<file path="src/rtl/ipc_pkg.sv">
package ipc_pkg;

    localparam int BYTE_W = 8;

    localparam logic [BYTE_W-1:0] CODE_ADD = 8'h80;
    localparam logic [BYTE_W-1:0] CODE_SUB = 8'h81;
    localparam logic [BYTE_W-1:0] CODE_MUL = 8'h82;
    localparam logic [BYTE_W-1:0] CODE_POW = 8'h83;
    localparam logic [BYTE_W-1:0] CODE_LPAR = 8'h85;
    localparam logic [BYTE_W-1:0] CODE_RPAR = 8'h86;
    localparam logic [BYTE_W-1:0] CODE_END = 8'hFF;

    typedef enum logic [3:0] {
        TK_OPND, TK_ADD, TK_SUB, TK_MUL, TK_POW,
        TK_LPAR, TK_RPAR, TK_END, TK_BAD
    } tok_e;

    typedef enum logic {ST_TAKE, ST_SKIP} mode_e;

    // binding strength; 0 means "not an arithmetic operator"
    function automatic logic [1:0] tok_rank(tok_e t);
        case (t)
            TK_POW:          return 2'd3;
            TK_MUL:          return 2'd2;
            TK_ADD, TK_SUB:  return 2'd1;
            default:         return 2'd0;
        endcase
    endfunction

    // true when the stacked operator must leave before the incoming one is pushed
    function automatic logic yields_to(tok_e top, tok_e inc);
        logic [1:0] rt;
        logic [1:0] ri;
        rt = tok_rank(top);
        ri = tok_rank(inc);
        return (rt != 2'd0) && ((rt > ri) || ((rt == ri) && (inc != TK_POW)));
    endfunction

    function automatic logic [BYTE_W-1:0] tok_code(tok_e t);
        case (t)
            TK_ADD:  return CODE_ADD;
            TK_SUB:  return CODE_SUB;
            TK_MUL:  return CODE_MUL;
            TK_POW:  return CODE_POW;
            default: return CODE_END;
        endcase
    endfunction

endpackage

</file>
<file path="src/rtl/ipc_classify.sv">
module ipc_classify
    import ipc_pkg::*;
(
    input  logic [BYTE_W-1:0] byte_i,
    output tok_e              tok_o
);

    always_comb begin
        if (!byte_i[BYTE_W-1]) begin
            tok_o = TK_OPND;
        end else begin
            case (byte_i)
                CODE_ADD:  tok_o = TK_ADD;
                CODE_SUB:  tok_o = TK_SUB;
                CODE_MUL:  tok_o = TK_MUL;
                CODE_POW:  tok_o = TK_POW;
                CODE_LPAR: tok_o = TK_LPAR;
                CODE_RPAR: tok_o = TK_RPAR;
                CODE_END:  tok_o = TK_END;
                default:   tok_o = TK_BAD;
            endcase
        end
    end

endmodule

</file>
<file path="src/rtl/ipc_op_stack.sv">
module ipc_op_stack
    import ipc_pkg::*;
#(
    parameter int DEPTH = 8
) (
    input  logic clk_i,
    input  logic rst_ni,
    input  logic push_i,
    input  logic pop_i,
    input  logic clear_i,
    input  tok_e push_tok_i,
    output tok_e top_o,
    output logic empty_o,
    output logic full_o
);

    localparam int PTR_W = $clog2(DEPTH + 1);

    typedef struct packed {
        tok_e [DEPTH-1:0]  slot;
        logic [PTR_W-1:0]  cnt;
    } stk_t;

    stk_t stk_q, stk_d;

    always_comb begin
        stk_d = stk_q;
        for (int i = 0; i < DEPTH; i++) begin
            if (push_i && (stk_q.cnt == PTR_W'(i))) begin
                stk_d.slot[i] = push_tok_i;
            end
        end
        if (clear_i) begin
            stk_d.cnt = '0;
        end else if (push_i) begin
            stk_d.cnt = stk_q.cnt + 1'b1;
        end else if (pop_i) begin
            stk_d.cnt = stk_q.cnt - 1'b1;
        end
    end

    always_comb begin
        top_o = TK_BAD;
        for (int i = 0; i < DEPTH; i++) begin
            if (stk_q.cnt == PTR_W'(i + 1)) begin
                top_o = stk_q.slot[i];
            end
        end
    end

    assign empty_o = (stk_q.cnt == '0);
    assign full_o  = (stk_q.cnt == PTR_W'(DEPTH));

    always_ff @(posedge clk_i or negedge rst_ni) begin
        if (!rst_ni) begin
            stk_q <= '0;
        end else begin
            stk_q <= stk_d;
        end
    end

    // the controller must never push onto a full stack
    p_push_room_r7: assert property (@(posedge clk_i) disable iff (!rst_ni)
        push_i |-> !full_o);

    // releases only happen while something is held
    p_pop_nonempty_r4: assert property (@(posedge clk_i) disable iff (!rst_ni)
        pop_i |-> !empty_o);

endmodule

</file>
<file path="src/rtl/infix_postfix_conv.sv">
module infix_postfix_conv
    import ipc_pkg::*;
#(
    parameter int STACK_DEPTH = 8
) (
    input  logic              clk_i,
    input  logic              rst_ni,
    input  logic              in_valid_i,
    input  logic [BYTE_W-1:0] in_data_i,
    output logic              in_ready_o,
    output logic              out_valid_o,
    output logic [BYTE_W-1:0] out_data_o,
    input  logic              out_ready_i,
    output logic              err_o
);

    typedef struct packed {
        mode_e             mode;
        logic              err;
        logic              ov;
        logic [BYTE_W-1:0] od;
    } core_t;

    core_t cur_q, nxt_d;

    tok_e tok;
    tok_e st_top;
    logic st_empty, st_full;
    logic st_push, st_pop, st_clear;

    logic              take;
    logic              emit;
    logic              fault;
    logic              slot_free;
    logic [BYTE_W-1:0] emit_byte;

    ipc_classify u_cls (
        .byte_i (in_data_i),
        .tok_o  (tok)
    );

    ipc_op_stack #(.DEPTH(STACK_DEPTH)) u_stk (
        .clk_i      (clk_i),
        .rst_ni     (rst_ni),
        .push_i     (st_push),
        .pop_i      (st_pop),
        .clear_i    (st_clear),
        .push_tok_i (tok),
        .top_o      (st_top),
        .empty_o    (st_empty),
        .full_o     (st_full)
    );

    always_comb begin
        nxt_d     = cur_q;
        take      = 1'b0;
        emit      = 1'b0;
        fault     = 1'b0;
        st_push   = 1'b0;
        st_pop    = 1'b0;
        st_clear  = 1'b0;
        emit_byte = in_data_i;
        slot_free = !cur_q.ov || out_ready_i;

        if (cur_q.ov && out_ready_i) begin
            nxt_d.ov = 1'b0;
        end

        if (cur_q.mode == ST_SKIP) begin
            take = 1'b1;
        end else if (slot_free) begin
            case (tok)
                TK_OPND: begin
                    take = 1'b1;
                    emit = 1'b1;
                end
                TK_ADD, TK_SUB, TK_MUL, TK_POW: begin
                    if (!st_empty && yields_to(st_top, tok)) begin
                        st_pop    = 1'b1;
                        emit      = 1'b1;
                        emit_byte = tok_code(st_top);
                    end else if (st_full) begin
                        take  = 1'b1;
                        fault = 1'b1;
                    end else begin
                        take    = 1'b1;
                        st_push = 1'b1;
                    end
                end
                TK_LPAR: begin
                    take = 1'b1;
                    if (st_full) begin
                        fault = 1'b1;
                    end else begin
                        st_push = 1'b1;
                    end
                end
                TK_RPAR: begin
                    if (st_empty) begin
                        take  = 1'b1;
                        fault = 1'b1;
                    end else if (st_top == TK_LPAR) begin
                        take   = 1'b1;
                        st_pop = 1'b1;
                    end else begin
                        st_pop    = 1'b1;
                        emit      = 1'b1;
                        emit_byte = tok_code(st_top);
                    end
                end
                TK_END: begin
                    if (st_empty) begin
                        take = 1'b1;
                        emit = 1'b1;
                    end else if (st_top == TK_LPAR) begin
                        take  = 1'b1;
                        fault = 1'b1;
                    end else begin
                        st_pop    = 1'b1;
                        emit      = 1'b1;
                        emit_byte = tok_code(st_top);
                    end
                end
                default: begin
                    take  = 1'b1;
                    fault = 1'b1;
                end
            endcase
        end

        // nothing happens without a presented byte
        st_push = st_push && in_valid_i;
        st_pop  = st_pop && in_valid_i;
        emit    = emit && in_valid_i;

        if (in_valid_i && take) begin
            if (cur_q.mode == ST_SKIP) begin
                if (tok == TK_END) begin
                    nxt_d.mode = ST_TAKE;
                end
            end else if (fault) begin
                nxt_d.err  = 1'b1;
                st_clear   = 1'b1;
                nxt_d.mode = (tok == TK_END) ? ST_TAKE : ST_SKIP;
            end else begin
                nxt_d.err = 1'b0;
            end
        end

        if (emit) begin
            nxt_d.ov = 1'b1;
            nxt_d.od = emit_byte;
        end
    end

    always_ff @(posedge clk_i or negedge rst_ni) begin
        if (!rst_ni) begin
            cur_q <= '{mode: ST_TAKE, err: 1'b0, ov: 1'b0, od: '0};
        end else begin
            cur_q <= nxt_d;
        end
    end

    assign in_ready_o  = take;
    assign out_valid_o = cur_q.ov;
    assign out_data_o  = cur_q.od;
    assign err_o       = cur_q.err;

    // a stalled output byte stays put
    p_hold_r10: assert property (@(posedge clk_i) disable iff (!rst_ni)
        (out_valid_o && !out_ready_i) |=> (out_valid_o && $stable(out_data_o)));

    // no intake while the output register is blocked in normal mode
    p_stall_intake_r10: assert property (@(posedge clk_i) disable iff (!rst_ni)
        (out_valid_o && !out_ready_i && cur_q.mode == ST_TAKE) |-> !in_ready_o);

    // dropping mode never starts a new output byte
    p_skip_quiet_r6: assert property (@(posedge clk_i) disable iff (!rst_ni)
        (cur_q.mode == ST_SKIP) |=> !$rose(out_valid_o));

    // the error flag only rises on an accepted byte
    p_err_cause_r9: assert property (@(posedge clk_i) disable iff (!rst_ni)
        $rose(err_o) |-> $past(in_valid_i && in_ready_o));

endmodule

</file>
<file path="config.mk">
export PLATFORM = sky130hd
export DESIGN_NAME = infix_postfix_conv
export DESIGN_NICKNAME = d
export VERILOG_FILES = /design/src/rtl/ipc_pkg.sv /design/src/rtl/ipc_classify.sv /design/src/rtl/ipc_op_stack.sv /design/src/rtl/infix_postfix_conv.sv
export SDC_FILE = /design/constraint.sdc
export NUM_CORES = 1
export LEC_CHECK = 0
export BUFFER_PORTS_ARGS = -buffer_cell sky130_fd_sc_hd__buf_2
export CORE_MARGIN = 2
export CORE_UTILIZATION = 30
export DETAILED_ROUTE_END_ITERATION = 8
export GPL_ROUTABILITY_DRIVEN = 0
export PLACE_DENSITY = 0.44
export REMOVE_ABC_BUFFERS = 1
export SLEW_MARGIN = 40
export SYNTH_ARGS = -nofsm -noshare
export SYNTH_HDL_FRONTEND = slang
export SYNTH_SLANG_ARGS = --single-unit
</file>
<file path="constraint.sdc">
create_clock -name clk_i -period 4.7 [get_ports clk_i]
set_clock_uncertainty 0.1 [all_clocks]
set_input_delay 0 -clock clk_i [delete_from_list [all_inputs] [get_ports clk_i]]
set_output_delay 0 -clock clk_i [all_outputs]
set_load 0.1 [all_outputs]
</file>
* Yosys cells after proc, flatten, opt, wreduce, memory -nomap -nowiden *
Cells that the tools add are included.

cells by class
  $add $sub $neg = 2
  multipliers = 0
  div/mod/pow operators = 0
  $lt $le $gt $ge = 1
  eq/ne operators = 29
  shift operators = 0
  multiplexer cells = 65
  bitwise operators = 1
  reduce and logical (&&, ||, !) cells = 30

operators by type and width
  cell                   count
  $eq A8 B8 Y1 const B   7
  $mux W4                12
  $eq A4 B3 Y1 const B   10
  $mux W8                5
  $mux W1                31
  $pmux W4 S7            1
  $pmux W7 S4            1
  $eq A4 B2 Y1 const B   6
  $logic_and A1 B1 Y1    16
  $pmux W8 S2            1
  $eq A4 B1 Y1 const B   3
  $mux W2                6
  $pmux W2 S3            2
  $mux W9                1
  $logic_not A4 Y1       2
  $reduce_or A2 Y1       3
  $pmux W1 S5            1
  $add A4 B1 Y4 const B  1
  $eq A4 B4 Y1 const B   1
  $ne A4 B3 Y1 const B   1
  $pmux W1 S2            2
  $pmux W1 S4            1
  $reduce_bool A2 Y1     2
  $reduce_or A4 Y1       1
  9 further kinds        11

word-level totals
  bits in registers = 47
  bits in latches = 0
  memory bits (writable) = 0
  memory bits (read-only) = 0
  output and inout port bits = 11
  memories = 0

* Longest topological paths before layout *
Gate-level depths: netlist (run 1).

  depth after elaboration = 28
  gate-level depth with buffers = 22
  gate-level depth less buffers = 19

* Cells and area by module *
A second synthesis (run 1) with hierarchy kept.

second synthesis, totals
  cells, all modules = 297
  area total of the unflattened synthesis = 3006.6 µm²

modules (own cells, without submodules)
  module              times used  cells an instance  area each (µm²)  sequential area each (µm²)
  ipc_op_stack        1           152                1873.0           900.9
  infix_postfix_conv  1           123                962.2            275.3
  ipc_classify        1           22                 171.4            0.0

* Worst setup path before layout (run 1) *
No wires, ideal clock.

  kind = register to register
  start = reg u_stk.stk_q[1] (netlist bit)
  end = reg cur_q[10] (netlist bit)
  library setup time = 0.165 ns
  arrival time = 4.110 ns
  required time = 4.435 ns
  setup slack = 0.325 ns
  stages on the path, launching flop included = 21
  period minus slack after synthesis = 4.375 ns
  path through = dfrtp_1 > inv_1 > ha_1 > buf_2 > a21oi_1 > a21oi_1 > o221ai_1 > nor2b_1 > a32oi_1 > o221ai_1 > a22o_1 > nand2_1 > ha_1 > nand2b_1 > a21oi_1 > nor2_1 > o211ai_1 > or3_4 > and2_1 > a21o_1 > a31oi_1

between the ends
  elaborated cells between the ends (all ways) = 51
  those cells by class = 1 x order compare; 14 x eq/ne; 27 x mux; 9 x reduce/logical

RTL lines
  item                                                 RTL line                   RTL
  start, declared                                      ipc_op_stack.sv:24         stk_t stk_q, stk_d;
  start signal, assigned                               ipc_op_stack.sv:58         stk_q <= stk_d;
  $eq A4 B1 Y1                                         ipc_op_stack.sv:45         if (stk_q.cnt == PTR_W'(i + 1)) begin
  $mux W4 (8 in series)                                ipc_op_stack.sv:45
  $eq A4 B2 Y1 / $eq A4 B1 Y1 (equally long branches)  ipc_pkg.sv:22              case (t)
  $reduce_or A2 Y1                                     ipc_pkg.sv:22
  $pmux W2 S3                                          ipc_pkg.sv:22
  $mux W2                                              infix_postfix_conv.sv:72   case (tok)
  $mux W2                                              infix_postfix_conv.sv:71   end else if (slot_free) begin
  $mux W2                                              infix_postfix_conv.sv:69   if (cur_q.mode == ST_SKIP) begin
  [... 3 more ...]                                     --
  $logic_and A1 B1 Y1                                  ipc_pkg.sv:36              return (rt != 2'd0) && ((rt > ri) || ((rt == ri) && (inc != TK_POW)));
  $logic_and A1 B1 Y1                                  infix_postfix_conv.sv:78   if (!st_empty && yields_to(st_top, tok)) begin
  $mux W1                                              infix_postfix_conv.sv:78
  $pmux W1 S2 *                                        infix_postfix_conv.sv:72
  $mux W1 *                                            infix_postfix_conv.sv:71
  $mux W1 *                                            infix_postfix_conv.sv:69
  named net in_ready_o                                 infix_postfix_conv.sv:10   output logic in_ready_o,
  $logic_and A1 B1 Y1 *                                infix_postfix_conv.sv:136  if (in_valid_i && take) begin
  end signal, assigned                                 infix_postfix_conv.sv:158  cur_q <= '{mode: ST_TAKE, err: 1'b0, ov: 1'b0, od: '0};
  end signal, assigned                                 infix_postfix_conv.sv:160  cur_q <= nxt_d;
  end, declared                                        infix_postfix_conv.sv:24   core_t cur_q, nxt_d;

The timed path passes the listed nets; every way through them passes the cells marked *. The select of a mux whose other input is x is not followed.
A chain may end at the register's enable or synchronous reset.

* Worst setup path after layout (run 1) *
  start = reg u_stk.stk_q[0] (netlist bit)
  end = out in_ready_o

between the ends
  longest elaborated chain between the ends = 24
  elaborated cells between the ends (all ways) = 41
  those cells by class = 1 x order compare; 14 x eq/ne; 18 x mux; 8 x reduce/logical

ends and longest elaborated chain
  item                                                 RTL line
  $eq A4 B1 Y1                                         ipc_op_stack.sv:45
  $mux W4 (8 in series)                                ipc_op_stack.sv:45
  $eq A4 B2 Y1 / $eq A4 B1 Y1 (equally long branches)  ipc_pkg.sv:22
  $reduce_or A2 Y1                                     ipc_pkg.sv:22
  $pmux W2 S3                                          ipc_pkg.sv:22
  $mux W2                                              infix_postfix_conv.sv:72
  $mux W2                                              infix_postfix_conv.sv:71
  $mux W2                                              infix_postfix_conv.sv:69
  $eq A2 B2 Y1                                         ipc_pkg.sv:36
  $logic_and A1 B1 Y1                                  ipc_pkg.sv:36
  $logic_or A1 B1 Y1                                   ipc_pkg.sv:36
  $logic_and A1 B1 Y1                                  ipc_pkg.sv:36
  $logic_and A1 B1 Y1                                  infix_postfix_conv.sv:78
  $mux W1                                              infix_postfix_conv.sv:78
  $pmux W1 S2 *                                        infix_postfix_conv.sv:72
  $mux W1 *                                            infix_postfix_conv.sv:71
  $mux W1 *                                            infix_postfix_conv.sv:69
  end, declared                                        infix_postfix_conv.sv:10

Mark *: on every way between the ends. The rest lies on a longest branch, timed or not. The select of a mux whose other input is x is not followed.

==> results of run 1 <==
## logic make-up (layout without fill, tap and decap cells)
group           Yosys count  after routing  synth area share (%)
compound gates           94             94                  21.1
xor+xnor                  1              1                 0.285
fa+ha+maj                 6              6                  2.44
buf+inv                  33             67                  6.15
flops                    47             47                  38.3
mux                      26             26                  9.54
simple gates            121            121                  22.2
## how the worst max path moves through the flow
stage / from / to / slack [ps]
global placement: u_stk.stk_q[0] / u_stk.stk_q[13] / 130
floorplan: u_stk.stk_q[0] / cur_q[10] / 240
global route: u_stk.stk_q[0] / u_stk.stk_q[16] / 1
detailed placement: u_stk.stk_q[0] / u_stk.stk_q[13] / 140
CTS: u_stk.stk_q[0] / u_stk.stk_q[16] / 100
finish: u_stk.stk_q[0] / in_ready_o / 400
## sequential cells by signal, summed over array words and instances, names as in the netlist
signal and count:
u_stk.stk_q 36, out_valid_o 1, err_o 1, out_data_o 8
cur_q 1
## cell type report
class                           count  area (µm²)  area share [%]
Multi-Input combinational cell    248        1760            49.1
Sequential cell                    47        1180            32.8
Timing Repair Buffer               49         353            9.83
Inverter                           10        37.5            1.05
Clock buffer                        5        68.8            1.92
Clock inverter                      3        22.5           0.627
Tap cell                          133         166            4.63
## synthesized netlist by cell type (all sizes together), types with 2 or more instances
library cell,n
a211oi,2
a21bo,2
a21o,3
a21oi,27
a221o,2
a221oi,4
a31oi,9
and2,11
and3,3
buf,20
clkbuf,3
dfrtp,47
ha,6
inv,10
mux2,23
mux2i,3
nand2,28
nand2b,9
nand3,13
nand3b,9
nand4,3
nor2,19
nor2b,8
nor3,4
nor3b,2
nor4,3
nor4b,2
o211ai,2
o21ai,21
o221ai,3
o22ai,4
o311a,3
o31ai,2
or3b,2
## timing repair
action / 4_1_cts / 5_1_grt
endpoints found under the hold margin: 55 / 0
hold buffers: 9 / 0
gates resized for setup: 0 / 14
setup endpoints to repair: 0 / 43
## power by group through the flow
| stage | registers, µW | clock network (µW) | logic (µW) |
|---|---|---|---|
| after floorplan | 664 | 0 | 103 |
| final | 455 | 262 | 401 |
| after CTS | 455 | 278 | 399 |
| after detailed placement | 463 | 0 | 393 |
| after global placement | 461 | 0 | 393 |
| after global routing | 461 | 297 | 426 |
## critical path, stage by stage (launching register included)
cell      delay, ps
dfrtp_2         460
inv_1           100
ha_2            290
nand3b_1        130
a221oi_1         70
o221ai_1        280
nor2b_2         280
a32oi_1         130
o221ai_1        180
a22o_1          150
nand2_1          60
ha_1            310
nand2b_1        100
a21oi_1          60
nor2_1           90
o211ai_1        190
or3_4           440
and2_1          200
a21o_1          200
buf_12          170
## routing by layer
metal	GRT usage [%]	part of all wire, %
met1	22.2	48
met5	0	0
met2	24.1	46
met4	4.29	1.4
met3	2.31	4.2
## stage by stage
stage,cell area [µm²],std cells
4_1_cts,3540,495
5_1_grt,3590,495
3_3_place_gp,3350,478
3_5_place_dp,3350,478
2_1_floorplan,2920,305
6_report,3590,495
==> flow_summary.yaml, run 1 <==
synth:
  synth_edf_count: 0
  netlist_instances: 328
  syn_area_um2: 3070
  yosysSeqAreaShare_pct: 38.3
  synth-seq-cells: 47
  synthFlopType: "dfrtp_1"
  ys_async_sr_fraction_pct: 100
  synth_top_area_share_pct: 38.3
  synth_cell_types: 62
  yosysTopAreaCell: "dfrtp_1"
  synth_warnings: 0
  synthTopCellsByArea: "dfrtp_1 (38%), mux2_2 (7.7%), a21oi_1 (4.2%), nand2_1 (3.4%), buf_4 (2.7%)"
  syn_area_per_cell_um2: 9.36
pwr:
  leakage_uw: 0.00154
  p_total_uw: 1120
  sequentialPowerShare_pct: 40.7
  intPower_uw: 632
  p_comb_share_pct: 35.9
  p_per_area_nw_per_um2: 312
  power.net_switching_uw: 486
  peakVddDrop_uv: 167
  clkPwrFrac_pct: 23.5
  sw_frac_of_total_pct: 43.5
setup_path:
  r2r_start: "u_stk.stk_q[0]"
  rr_endpoint: "u_stk.stk_q[2]"
  rrSetupSlack_ps: 410
  startpoint_type: "flop"
  arrival_ps: 4200
  crit_path_end_kind: "primary output"
  worstPathMaxFanout: 12
  rr_worst_depth: 21
  critical_path_class: "reg -> out"
  worstPathRequired_ps: 4600
global_route:
  grt_pass1_wl_mm: 13.5
  grt_pass1_vias: 2446
  track_usage_pct: 15.5
  grt_max_degree: 48
  gr-total-overflow: 0
  antenna_found_initial: 0
clock_tree:
  cts_sinks: 47
  clk_pin_slew_ps: 90
  cts_tree: "done"
  post_cts_buffers: 0
  root_buffer: "clkbuf_8"
  cts-buffers-inserted: 5
  clockBufferDepth: 2
  clkLatencyLatePin_ps: 310
  htreeDepth: 2
final_layout:
  final_common_cell: "dfrtp_1"
  antenna_cells: 0
  utilization_pct: 36.4
  n_fill_cell: 1004
  fin_nets: 379
  area_growth_pct: 17.0
  final_cell_mix: "dfrtp_1 (45), nand2_1 (27), a21oi_1 (26)"
  drive_above_1_share_pct: 28.2
die:
  die_y_um: 105
  io_pins: 23
  core_area_um2: 9860
  die_area_um2: 11100
  start_util_pct: 31.1
  rows: 36
  die_x_um: 105
min_path:
  worstHoldStart: "in_data_i[0]"
  worstHoldEndpoint: "out_data_o[0]"
  min_path_cells: 3
  hold_class: "in -> reg"
route:
  drt_iter0_markers: 111
  vias_per_cell: 5.13
  ant_nets: 0
  routed_wl_mm: 8.14
  drt-wirelength-per-cell_um: 16.5
  num_vias: 2540
  firstDrtPassIters: 4
  drc: 0
outcome:
  outcome: "finished, final reports clean"
sta:
  whs_ps: 15.5
  grt_setup_unrepaired: "false"
  slew_violations: 0
  finalCritPeriodShare_pct: 91.6
  hold_viol: 0
  relSlewSlack_pct: 52.6
  clock.fmax_mhz: 232
  finalCriticalPeriod_ps: 4300
  worst_slack_ps: 397
  finalSetupViolCount: 0
  tightestPinTransition_ps: 709
  tns_ps: 0
placed_design:
  dp_hpwl_mm: 5.98
  post-place-ws_ps: 140
  io_buffers: 22
flow_run:
  cap_viol_max_count: 0
(Power assumes the default switching activity.)
==> run 2: changes to the inputs <==
--- a/config.mk
+++ b/config.mk
@@ -8,6 +8,7 @@
 export BUFFER_PORTS_ARGS = -buffer_cell sky130_fd_sc_hd__buf_2
 export CORE_MARGIN = 2
 export CORE_UTILIZATION = 30
+export CTS_BUF_LIST = sky130_fd_sc_hd__clkbuf_16
 export DETAILED_ROUTE_END_ITERATION = 8
 export GPL_ROUTABILITY_DRIVEN = 0
 export PLACE_DENSITY = 0.44
==> constraint.sdc (replaced) <==
create_clock -name clk_i -period 5.3 [get_ports clk_i]
set_clock_uncertainty 0.1 [all_clocks]
set_input_delay 0 -clock clk_i [delete_from_list [all_inputs] [get_ports clk_i]]
set_output_delay 0 -clock clk_i [all_outputs]
set_load 0.1 [all_outputs]
==> run 2 against run 1 <==
Compared with the run above: via count is 1.5% lower; first-iteration DRC count is 23% lower; count of clock-buffer cells in the layout stayed put; critical endpoint unchanged; sequential power is 11% lower; hold slack better by 3.2 ps; combinational power is 15% lower.
==> flow_summary.yaml, run 2 (same netlist as run 1, synthesis figures left out) <==
sta:
  finalCriticalPeriod_ps: 4790
  relSlewSlack_pct: 46.3
  clock.fmax_mhz: 209
  grt_setup_unrepaired: "false"
  tightestPinTransition_ps: 805
  finalSetupViolCount: 0
  slew_violations: 0
  hold_viol: 0
  whs_ps: 18.7
  tns_ps: 0
  finalCritPeriodShare_pct: 90.4
setup_path:
  crit_buf_inv: 1
  worstPathMaxFanout: 16
  cp-startpoint: "u_stk.stk_q[0]"
  crit_family: "compound AO/OA/AOI/OAI gates"
  worstPathRequired_ps: 5200
  critPathMaxStageDelay_ps: 580
  crit_slowest_cell: "ha_1"
  crit_chain: "ha_1 -> a221oi_1 -> o221ai_1 -> nor2b_1 -> a32oi_1 -> o221ai_1 -> a22o_1 -> nand2_1 -> ha_1 -> nand2b_1 -> a21oi_1 -> nor2_1 -> o211ai_1 -> or3_4 -> and2_1 -> a21o_1 -> buf_2"
  r2r_start: "u_stk.stk_q[0]"
  startpoint_type: "flop"
  crit_path_end_kind: "primary output"
  critical_path_class: "reg -> out"
  arrival_ps: 4690
pwr:
  peakVddDrop_uv: 152
  intPower_uw: 676
  sw_frac_of_total_pct: 38.6
  power.net_switching_uw: 425
  p_per_area_nw_per_um2: 317
  p_comb_share_pct: 31.0
  clkPwrFrac_pct: 32.4
  leakage_uw: 0.00149
  sequentialPowerShare_pct: 36.7
flow_run:
  cap_viol_max_count: 0
final_layout:
  antenna_cells: 0
  area_growth_pct: 13.3
  utilization_pct: 35.3
  final_cell_mix: "dfrtp_1 (47), nand2_1 (28), a21oi_1 (26)"
  fin_nets: 364
  regMostFlops: "u_stk.stk_q"
  largest_register_ff_count: 36
  drive_above_1_share_pct: 21.0
  final_common_cell: "dfrtp_1"
die:
  start_util_pct: 31.1
  core_area_um2: 9860
  rows: 36
  die_x_um: 105
  die_y_um: 105
  io_pins: 23
  die_area_um2: 11100
route:
  drc: 0
  ant_nets: 0
  vias_per_cell: 5.21
  routed_wl_mm: 7.66
  firstDrtPassIters: 4
  drt-wirelength-per-cell_um: 16.0
  num_vias: 2502
  drt_iter0_markers: 86
min_path:
  worstHoldStart: "in_data_i[1]"
  hold_class: "in -> reg"
global_route:
  grt_max_degree: 48
  grt_pass1_vias: 2443
  track_usage_pct: 14.4
  antenna_found_initial: 0
  grt_pass1_wl_mm: 12.8
  gr-total-overflow: 0
clock_tree:
  cts_tree: "done"
  cts-buffers-inserted: 5
  post_cts_buffers: 0
  clkLatencyLatePin_ps: 290
  clk_pin_slew_ps: 70
  cts_sinks: 47
  clockBufferDepth: 2
  htreeDepth: 2
  root_buffer: "clkbuf_16"
placed_design:
  io_buffers: 22
  dp_hpwl_mm: 5.60
outcome:
  outcome: "finished, final reports clean"
[run 2: changes by cell type in the layout (fill, tap and decap cells not counted), sizes merged]
| cell | change |
|---|---|
| dlygate4sd3 | -1 |
| inv | -1 |
| buf | -14 |
| bufinv | +1 |
[run 2: path summary, 6_finish.rpt]
| path | endpoint | slack [ps] | cells past startpoint |
|---|---|---|---|
| min | out_data_o[1] | 20 | 3 |
| max reg2reg | u_stk.stk_q[14] | 550 | 17 |
| max | in_ready_o | 510 | 17 |
| min reg2reg | out_data_o[1] | 370 | 2 |
| max in group asynchronous | u_stk.stk_q[13] | 4530 | 2 |
| min in group asynchronous | out_data_o[3] | 150 | 2 |
[run 2: cell type report]
class | count | area (µm²)
Fill cell | 1014 | 6390
Multi-Input combinational cell | 248 | 1710
Sequential cell | 47 | 1180
Clock buffer | 5 | 125
Inverter | 10 | 37.5
Timing Repair Buffer | 34 | 223
Clock inverter | 3 | 38.8
Tap cell | 133 | 166
[run 2: metal layers]
layer	vias to the layer above	track usage, %	share of wire (%)	routed length, µm
li1	1241	-	-	-
met1	1215	19.4	49	3740
met2	40	24.4	48	3690
met3	6	2.12	2.1	163
met4	0	3.52	0.95	73
met5	-	0	0	0
[run 2: power groups by stage]
| stage | Sequential, µW | Clock [µW] | Combinational [µW] |
|---|---|---|---|
| after detailed placement | 411 | 0 | 337 |
| after global routing | 408 | 379 | 361 |
| after floorplan | 589 | 0 | 91.2 |
| after global placement | 409 | 0 | 338 |
| after CTS | 404 | 365 | 342 |
| final | 404 | 356 | 341 |
[run 2: worst min-delay path: cells and delay by family]
kind | cells | cell delay [ps]
simple gates | 1 | 120
buf+inv | 1 | 160
compound gates | 1 | 70
[run 2: repair_timing]
| item | CTS | global route |
|---|---|---|
| endpoints found under the hold margin | 54 | 0 |
| gates resized for setup | 0 | 1 |
| hold buffers | 8 | 0 |
| setup endpoints to repair | 0 | 8 |
[run 2: metrics by stage]
| step | instance area, µm² | instances | setup WS (ps) | power, µW |
|---|---|---|---|---|
| after global routing | 3480 | 480 | 59.2 | 1150 |
| after CTS | 3470 | 480 | 415 | 1110 |
| final | 3480 | 480 | 509 | 1100 |
| after detailed placement | 3230 | 464 | 452 | 749 |
| after floorplan | 2920 | 305 | 845 | 680 |
| after global placement | 3230 | 464 | 461 | 747 |
